<file path="config.mk">
export PLATFORM = sky130hd
export DESIGN_NAME = iobank_freeze_seq
export DESIGN_NICKNAME = d
export VERILOG_FILES = /design/src/rtl/iobank_frz_pkg.sv /design/src/rtl/osc_edge_sync.sv /design/src/rtl/seq_wait_timer.sv /design/src/rtl/freeze_seq_fsm.sv /design/src/rtl/iobank_freeze_seq.sv
export SDC_FILE = /design/constraint.sdc
export NUM_CORES = 1
export LEC_CHECK = 0
export ABC_AREA = 1
export BUFFER_PORTS_ARGS = -buffer_cell sky130_fd_sc_hd__clkbuf_2
export CAP_MARGIN = 20
export CORE_ASPECT_RATIO = 0.5
export CORE_UTILIZATION = 50
export DETAILED_ROUTE_END_ITERATION = 12
export PLACE_DENSITY_LB_ADDON = 0.12
export SLEW_MARGIN = 40
export SYNTH_ARGS = -nofsm -noshare
export SYNTH_HDL_FRONTEND = slang
export SYNTH_SLANG_ARGS = --single-unit
export TNS_END_PERCENT = 20
</file>
<file path="constraint.sdc">
create_clock -name clk -period 2.2 [get_ports clk]
set_clock_uncertainty 0.05 [all_clocks]
set_input_delay 0.33 -clock clk [delete_from_list [all_inputs] [get_ports clk]]
set_output_delay 0.33 -clock clk [all_outputs]
set_load 0.02 [all_outputs]
</file>
<file path="src/rtl/iobank_frz_pkg.sv">
package iobank_frz_pkg;

  typedef struct packed {
    logic slew_n;
    logic wkpu_n;
    logic tri_n;
    logic hold_n;
    logic cfg_done;
    logic vreg_rst;
    logic term_rst;
    logic dll_rst;
    logic cal_en;
  } pad_ctl_t;

  localparam pad_ctl_t CTL_FROZEN = '{slew_n: 1'b0, wkpu_n: 1'b0, tri_n: 1'b0,
                                      hold_n: 1'b0, cfg_done: 1'b0, vreg_rst: 1'b1,
                                      term_rst: 1'b1, dll_rst: 1'b1, cal_en: 1'b0};
  localparam pad_ctl_t CTL_THAWED = '{slew_n: 1'b1, wkpu_n: 1'b1, tri_n: 1'b1,
                                      hold_n: 1'b1, cfg_done: 1'b1, vreg_rst: 1'b0,
                                      term_rst: 1'b0, dll_rst: 1'b0, cal_en: 1'b1};

  typedef enum logic [3:0] {
    ST_IDLE,
    ST_FRZ_PADS,
    ST_FRZ_HOLD,
    ST_THW_DLL,
    ST_THW_CAL,
    ST_THW_HOLD,
    ST_THW_PADS,
    ST_THW_VREG
  } seq_state_t;

  function automatic int ns_to_cycles(input int ns, input int mhz);
    int c;
    c = (ns * mhz + 999) / 1000;
    return (c < 1) ? 1 : c;
  endfunction

  function automatic int max3(input int a, input int b, input int c);
    int m;
    m = (a > b) ? a : b;
    return (m > c) ? m : c;
  endfunction

endpackage

</file>
<file path="src/rtl/osc_edge_sync.sv">
module osc_edge_sync #(
  parameter int SYNC_STAGES = 2
) (
  input  logic clk,
  input  logic rst_n,
  input  logic osc_async,
  output logic osc_rise
);
  localparam int CHAIN = SYNC_STAGES + 1;

  logic [CHAIN-1:0] chain_q;

  always_ff @(posedge clk or negedge rst_n) begin
    if (!rst_n) chain_q <= '0;
    else        chain_q <= {chain_q[CHAIN-2:0], osc_async};
  end

  // rising edge seen between the last synchronizer flop and the history flop
  assign osc_rise = chain_q[CHAIN-2] & ~chain_q[CHAIN-1];

endmodule

</file>
<file path="src/rtl/seq_wait_timer.sv">
module seq_wait_timer #(
  parameter int TW = 8
) (
  input  logic          clk,
  input  logic          rst_n,
  input  logic          load,
  input  logic [TW-1:0] load_val,
  input  logic          load_osc,
  input  logic          osc_rise,
  output logic          done
);
  logic [TW-1:0] cnt_q;
  logic          osc_mode_q;
  logic          step;

  assign step = osc_mode_q ? osc_rise : 1'b1;

  always_ff @(posedge clk or negedge rst_n) begin
    if (!rst_n) begin
      cnt_q      <= '0;
      osc_mode_q <= 1'b0;
    end else if (load) begin
      cnt_q      <= load_val;
      osc_mode_q <= load_osc;
    end else if (cnt_q != '0 && step) begin
      cnt_q <= cnt_q - 1'b1;
    end
  end

  assign done = (cnt_q == '0);

  // an oscillator wait only advances on a synchronized oscillator edge
  p_osc_wait_r4: assert property (@(posedge clk) disable iff (!rst_n)
    (osc_mode_q && !osc_rise && !load) |=> $stable(cnt_q));

endmodule

</file>
<file path="src/rtl/freeze_seq_fsm.sv">
module freeze_seq_fsm
  import iobank_frz_pkg::*;
#(
  parameter int TW         = 8,
  parameter int GAP        = 5,
  parameter int CAL_OSC    = 1000,
  parameter int SETTLE_OSC = 33
) (
  input  logic          clk,
  input  logic          rst_n,
  input  logic          freeze_req,
  input  logic          thaw_req,
  input  logic          tmr_done,
  output logic          tmr_load,
  output logic [TW-1:0] tmr_val,
  output logic          tmr_osc,
  output pad_ctl_t      ctl,
  output logic          frozen
);
  localparam logic [TW-1:0] LD_GAP    = TW'(GAP - 1);
  localparam logic [TW-1:0] LD_CAL    = TW'(CAL_OSC);
  localparam logic [TW-1:0] LD_SETTLE = TW'(SETTLE_OSC);

  seq_state_t state_q;
  logic       pend_frz_q, pend_thw_q;
  logic       start_frz, start_thw;

  assign start_frz = (state_q == ST_IDLE) && (freeze_req || pend_frz_q) && !frozen;
  assign start_thw = (state_q == ST_IDLE) && !start_frz && (thaw_req || pend_thw_q) && frozen;

  // timer is loaded on the same edge that applies a thaw step
  always_comb begin
    tmr_load = 1'b0;
    tmr_val  = LD_GAP;
    tmr_osc  = 1'b0;
    if (start_thw) begin
      tmr_load = 1'b1;
    end else if (tmr_done) begin
      unique case (state_q)
        ST_THW_DLL:  begin tmr_load = 1'b1; tmr_val = LD_CAL;    tmr_osc = 1'b1; end
        ST_THW_CAL:  begin tmr_load = 1'b1; tmr_val = LD_SETTLE; tmr_osc = 1'b1; end
        ST_THW_HOLD: tmr_load = 1'b1;
        ST_THW_PADS: tmr_load = 1'b1;
        default:     tmr_load = 1'b0;
      endcase
    end
  end

  always_ff @(posedge clk or negedge rst_n) begin
    if (!rst_n) begin
      state_q    <= ST_IDLE;
      ctl        <= CTL_FROZEN;
      frozen     <= 1'b1;
      pend_frz_q <= 1'b0;
      pend_thw_q <= 1'b0;
    end else begin
      if (state_q == ST_IDLE) begin
        pend_frz_q <= 1'b0;
        pend_thw_q <= 1'b0;
      end else begin
        pend_frz_q <= pend_frz_q | freeze_req;
        pend_thw_q <= pend_thw_q | thaw_req;
      end
      unique case (state_q)
        ST_IDLE: begin
          if (start_frz) begin
            ctl.slew_n <= 1'b0;
            ctl.wkpu_n <= 1'b0;
            ctl.tri_n  <= 1'b0;
            state_q    <= ST_FRZ_PADS;
          end else if (start_thw) begin
            ctl.dll_rst <= 1'b0;
            state_q     <= ST_THW_DLL;
          end
        end
        ST_FRZ_PADS: begin
          ctl.hold_n   <= 1'b0;
          ctl.cfg_done <= 1'b0;
          ctl.vreg_rst <= 1'b1;
          ctl.term_rst <= 1'b1;
          state_q      <= ST_FRZ_HOLD;
        end
        ST_FRZ_HOLD: begin
          ctl.dll_rst <= 1'b1;
          ctl.cal_en  <= 1'b0;
          frozen      <= 1'b1;
          state_q     <= ST_IDLE;
        end
        ST_THW_DLL: if (tmr_done) begin
          ctl.cal_en <= 1'b1;
          state_q    <= ST_THW_CAL;
        end
        ST_THW_CAL: if (tmr_done) begin
          ctl.hold_n   <= 1'b1;
          ctl.cfg_done <= 1'b1;
          ctl.term_rst <= 1'b0;
          state_q      <= ST_THW_HOLD;
        end
        ST_THW_HOLD: if (tmr_done) begin
          ctl.wkpu_n <= 1'b1;
          ctl.tri_n  <= 1'b1;
          state_q    <= ST_THW_PADS;
        end
        ST_THW_PADS: if (tmr_done) begin
          ctl.vreg_rst <= 1'b0;
          state_q      <= ST_THW_VREG;
        end
        ST_THW_VREG: if (tmr_done) begin
          ctl.slew_n <= 1'b1;
          frozen     <= 1'b0;
          state_q    <= ST_IDLE;
        end
        default: state_q <= ST_IDLE;
      endcase
    end
  end

  // calibration is enabled only once the DLL reset has been released
  p_cal_after_dll_r3: assert property (@(posedge clk) disable iff (!rst_n)
    $rose(ctl.cal_en) |-> !ctl.dll_rst);

  // termination reset clears together with bus-hold release and config-done
  p_term_with_hold_r4: assert property (@(posedge clk) disable iff (!rst_n)
    $fell(ctl.term_rst) |-> (ctl.hold_n && ctl.cfg_done));

  // pads leave tristate only after the hold step
  p_pads_after_hold_r5: assert property (@(posedge clk) disable iff (!rst_n)
    $rose(ctl.tri_n) |-> (ctl.hold_n && ctl.cal_en && !ctl.term_rst));

  // regulator reset clears only after the pads are released
  p_vreg_after_pads_r6: assert property (@(posedge clk) disable iff (!rst_n)
    $fell(ctl.vreg_rst) |-> (ctl.wkpu_n && ctl.tri_n));

  // the thawed flag appears only with every control thawed
  p_thaw_flag_last_r6: assert property (@(posedge clk) disable iff (!rst_n)
    $fell(frozen) |-> (ctl == CTL_THAWED));

  // the frozen flag appears only with every control frozen
  p_freeze_flag_last_r2: assert property (@(posedge clk) disable iff (!rst_n)
    $rose(frozen) |-> (ctl == CTL_FROZEN));

endmodule

</file>
<file path="src/rtl/iobank_freeze_seq.sv">
module iobank_freeze_seq
  import iobank_frz_pkg::*;
#(
  parameter int CLK_MHZ           = 125,
  parameter int MIN_GAP_NS        = 40,
  parameter int CAL_OSC_CYCLES    = 1000,
  parameter int SETTLE_OSC_CYCLES = 33,
  parameter int SYNC_STAGES       = 2
) (
  input  logic clk,
  input  logic rst_n,
  input  logic freeze_req,
  input  logic thaw_req,
  input  logic osc_tick,
  output logic pad_slew_n,
  output logic pad_wkpu_n,
  output logic pad_tri_n,
  output logic pad_hold_n,
  output logic cfg_done,
  output logic vreg_rst,
  output logic term_rst,
  output logic dll_rst,
  output logic term_cal_en,
  output logic bank_frozen
);
  localparam int GAP = ns_to_cycles(MIN_GAP_NS, CLK_MHZ);
  localparam int TW  = $clog2(max3(GAP, CAL_OSC_CYCLES, SETTLE_OSC_CYCLES) + 1);

  logic          osc_rise;
  logic          tmr_load, tmr_osc, tmr_done;
  logic [TW-1:0] tmr_val;
  pad_ctl_t      ctl;

  osc_edge_sync #(.SYNC_STAGES(SYNC_STAGES)) u_sync (
    .clk      (clk),
    .rst_n    (rst_n),
    .osc_async(osc_tick),
    .osc_rise (osc_rise)
  );

  seq_wait_timer #(.TW(TW)) u_timer (
    .clk     (clk),
    .rst_n   (rst_n),
    .load    (tmr_load),
    .load_val(tmr_val),
    .load_osc(tmr_osc),
    .osc_rise(osc_rise),
    .done    (tmr_done)
  );

  freeze_seq_fsm #(
    .TW        (TW),
    .GAP       (GAP),
    .CAL_OSC   (CAL_OSC_CYCLES),
    .SETTLE_OSC(SETTLE_OSC_CYCLES)
  ) u_fsm (
    .clk       (clk),
    .rst_n     (rst_n),
    .freeze_req(freeze_req),
    .thaw_req  (thaw_req),
    .tmr_done  (tmr_done),
    .tmr_load  (tmr_load),
    .tmr_val   (tmr_val),
    .tmr_osc   (tmr_osc),
    .ctl       (ctl),
    .frozen    (bank_frozen)
  );

  assign pad_slew_n  = ctl.slew_n;
  assign pad_wkpu_n  = ctl.wkpu_n;
  assign pad_tri_n   = ctl.tri_n;
  assign pad_hold_n  = ctl.hold_n;
  assign cfg_done    = ctl.cfg_done;
  assign vreg_rst    = ctl.vreg_rst;
  assign term_rst    = ctl.term_rst;
  assign dll_rst     = ctl.dll_rst;
  assign term_cal_en = ctl.cal_en;

endmodule

</file>
==> impl_results.md <==
* Vias after detailed routing at 1152
* Synthesized net count at 185
* Area of the core at 2680 um^2
* Pint at 1.17 mW
* Worst-path maximum fanout at 8
* # fillers at 255
* Seq pwr share at 35.9%
* Synth async-reset ratio at 100%
* Syn Inst Count at 179
* Area growth syn-to-layout at 8.82%
* Gr usage total at 20.7%
* Ys flop type: dfrtp_1
* Die Y at 40.2 um
* Tcrit/Tclk final at 77.7%
* Worst Path Required at 2.38 ns
* Psw at 1.03 mW
* Die width at 78.5 um
* Nets@finish at 200
* Unrepaired setup endpoints after global routing: no
* Relative slew margins at 54.0%
* Initial antenna violation count at 0
* Die area at 3160 um^2
* Share of cells above drive strength 1 at 20.7%
* Cell Area, Synth at 1460 um^2
* Setup TNS at 0 ns
* Vias in the first global route at 992
* 1st-pass router iterations at 4
* Worst r2r src: u_timer.cnt_q[0]
* Clock transition at path regs at 0.10 ns
* DRT iter0 DRCs at 72
* Wire per inst at 12.3 um
* HPWL Detailed at 2030 um
* Buffers on Ports at 14
* Critical path class: reg -> reg
* CP Data Arrival Time at 1.89 ns
* Num Clock Sinks at 27
* Yosys warns at 0
* Final setup vio count at 0
* Register area at 681 um^2
* Root buffer cell: clkbuf_8
* Number of synthesized flops with an enable pin at 0
* LEAKAGE at 0.870 nW
* Synth Register Bits at 27
* Clk buf depth at 2
* N_diodes at 0
* Worst Hold Class: in -> async
* Pwr/cell area at 1390 nW/um^2
* Status: completed
* Worst reg2reg setup slack at 0.49 ns
* Critical Path End Type: register
* CTS buffer count at 3
* Area after DPL at 1540 um^2
* Post-CTS setup buffers at 0
* Worst IR Drop VDD at 0.807 mV
* First-pass GRT wire length at 4680 um
* Clock power share at 14.0%
* Worst-Margin Slew at 0.690 ns
* # rows at 13
* CP Launch Type: register
* RePlAce Congestion at 0.826
* Post-route cell area at 1590 um^2
* Post-cts sizing count at 0
* WL final at 2830 um
* DRT antenna net count at 0
* Logic pwr share at 50.2%
* Boundary Pins at 15
* Worst flop-to-flop path endpoint: u_timer.cnt_q[8]
* CTS H-tree depth at 1
* DRC at 0
* Sequential share of the synthesized area at 46.6%
* Slew Limit Fails at 0
* Post-route minimum period at 1.71 ns
* Max Fclk at 585 MHz
* Footprint of the multi-input gates at 672 um^2
* Clock latency on the worst-skew pair at 0.29 ns
* Starting density of the core at 54.5%
* Worst Hold Slack at 0.0166 ns
* CTS tree: done
* Switching Share at 46.9%
* Avg Inst Size Synth at 8.16 um^2
* Final count of hold timing violations at 0
* Number of max-cap violations at 0
* Largest net degree at the start of global routing at 28
* Count of cell types in the netlist at 28
* Vias per cell at 5.01
* Number of cells on the worst reg-to-reg path at 10
* Hold_buf cts at 0
* Remaining Overflow, GRT at 0
==> Yosys cell counts (2+ instances only) <==
master    n  area, um^2
xnor2_1   2        17.5
nand3_1  16        80.1
nand2_2   3        18.8
nor2_1   22        82.6
dfstp_2   4         105
buf_4     3        22.5
nand2_4   5        56.3
nand2_1  56         210
inv_2     2        7.51
o21ai_0   7        35.0
o21ai_1   4        20.0
dfrtp_1  23         576
xor2_1    4        35.0
a21oi_2   2        17.5
inv_1    13        48.8
==> state kept, by name, summed over array words and instances (netlist names) <==
register and cells:
u_fsm.ctl 7, u_fsm.pend_frz_q 1, u_timer.osc_mode_q 1, u_fsm.state_q 3
u_timer.cnt_q 10, u_sync.chain_q 3, u_fsm.pend_thw_q 1, u_fsm.frozen 1
==> power by group through the flow <==
stage                     sequential (mW)  clock [mW]  combinational [mW]
after floorplan                     0.810           0               0.914
after global placement              0.798           0                1.09
after detailed placement            0.796           0                1.10
after CTS                           0.789       0.322                1.11
after global routing                0.812       0.335                1.25
final                               0.791       0.308                1.11
==> critical path: stages, from the launching register on <==
cell     delay [ns]
dfrtp_1        0.40
inv_1          0.13
ha_1           0.22
nand2_2        0.12
nor2_8         0.16
nand2_4        0.11
inv_2          0.09
nand2_1        0.16
nand2_1        0.12
nand2_1        0.05
nand2_1        0.05
==> layer usage <==
metal	GRT usage (%)	vias up	wire length [um]
met1	26.9	534	1480
met4	6.94	0	24
met5	0	-	0
met2	33.1	23	1190
met3	7.05	5	141
li1	-	590	-
==> per-stage QoR <==
| step | setup slack [ns] | utilization [%] | total power [mW] | cells |
|---|---|---|---|---|
| after floorplan | 0.632 | - | 1.72 | 179 |
| after global placement | 0.542 | 57.4 | 1.89 | 226 |
| after detailed placement | 0.511 | 57.4 | 1.90 | 226 |
| after CTS | 0.491 | 59.3 | 2.22 | 230 |
| after global routing | 0.322 | 59.3 | 2.39 | 230 |
| final | 0.490 | 59.3 | 2.20 | 230 |
==> cells in the final DEF (no fill, tap or decap), types with 2 or more instances in the layout <==
cell type  count
nand2_4        5
dfstp_2        4
xor2_1         4
inv_1         13
nor2_1        22
inv_6          2
nand2_2        3
clkbuf_8       3
xnor2_1        2
a21oi_2        2
nand2_1       56
nand3_1       16
inv_2          2
o21ai_1        4
dfrtp_1       23
clkbuf_2      14
o21ai_0        7
==> layout make-up <==
type / instances / area share (%)
inverters: 17 / 4.48
well taps: 37 / 2.91
clock inverters: 1 / 0.551
clock buffers: 3 / 2.60
repair buffers: 14 / 4.41
flip-flops and latches: 27 / 42.8
multi-input cells: 131 / 42.3
==> cells by family (layout without fill, tap and decap cells) <==
group | Yosys count | count (layout) | share of synthesized area, %
compound gates | 17 | 17 | 7.11
xor+xnor | 6 | 6 | 3.60
fa+ha+maj | 1 | 1 | 0.856
buf+inv | 21 | 35 | 7.45
flops | 27 | 27 | 46.6
simple gates | 107 | 107 | 34.4
==> how the worst max path moves through the flow <==
stage	start	endpoint	slack (ns)	cells past startpoint
global route	u_timer.cnt_q[0]	u_timer.cnt_q[6]	0.32	10
detailed placement	u_timer.cnt_q[0]	u_timer.cnt_q[6]	0.51	10
floorplan	u_timer.cnt_q[0]	u_timer.cnt_q[2]	0.63	10
global placement	u_timer.cnt_q[0]	u_timer.cnt_q[2]	0.54	10
CTS	u_timer.cnt_q[0]	u_timer.cnt_q[6]	0.49	10
finish	u_timer.cnt_q[0]	u_timer.cnt_q[8]	0.49	10
Note: power is estimated with default switching activity, not from simulation.
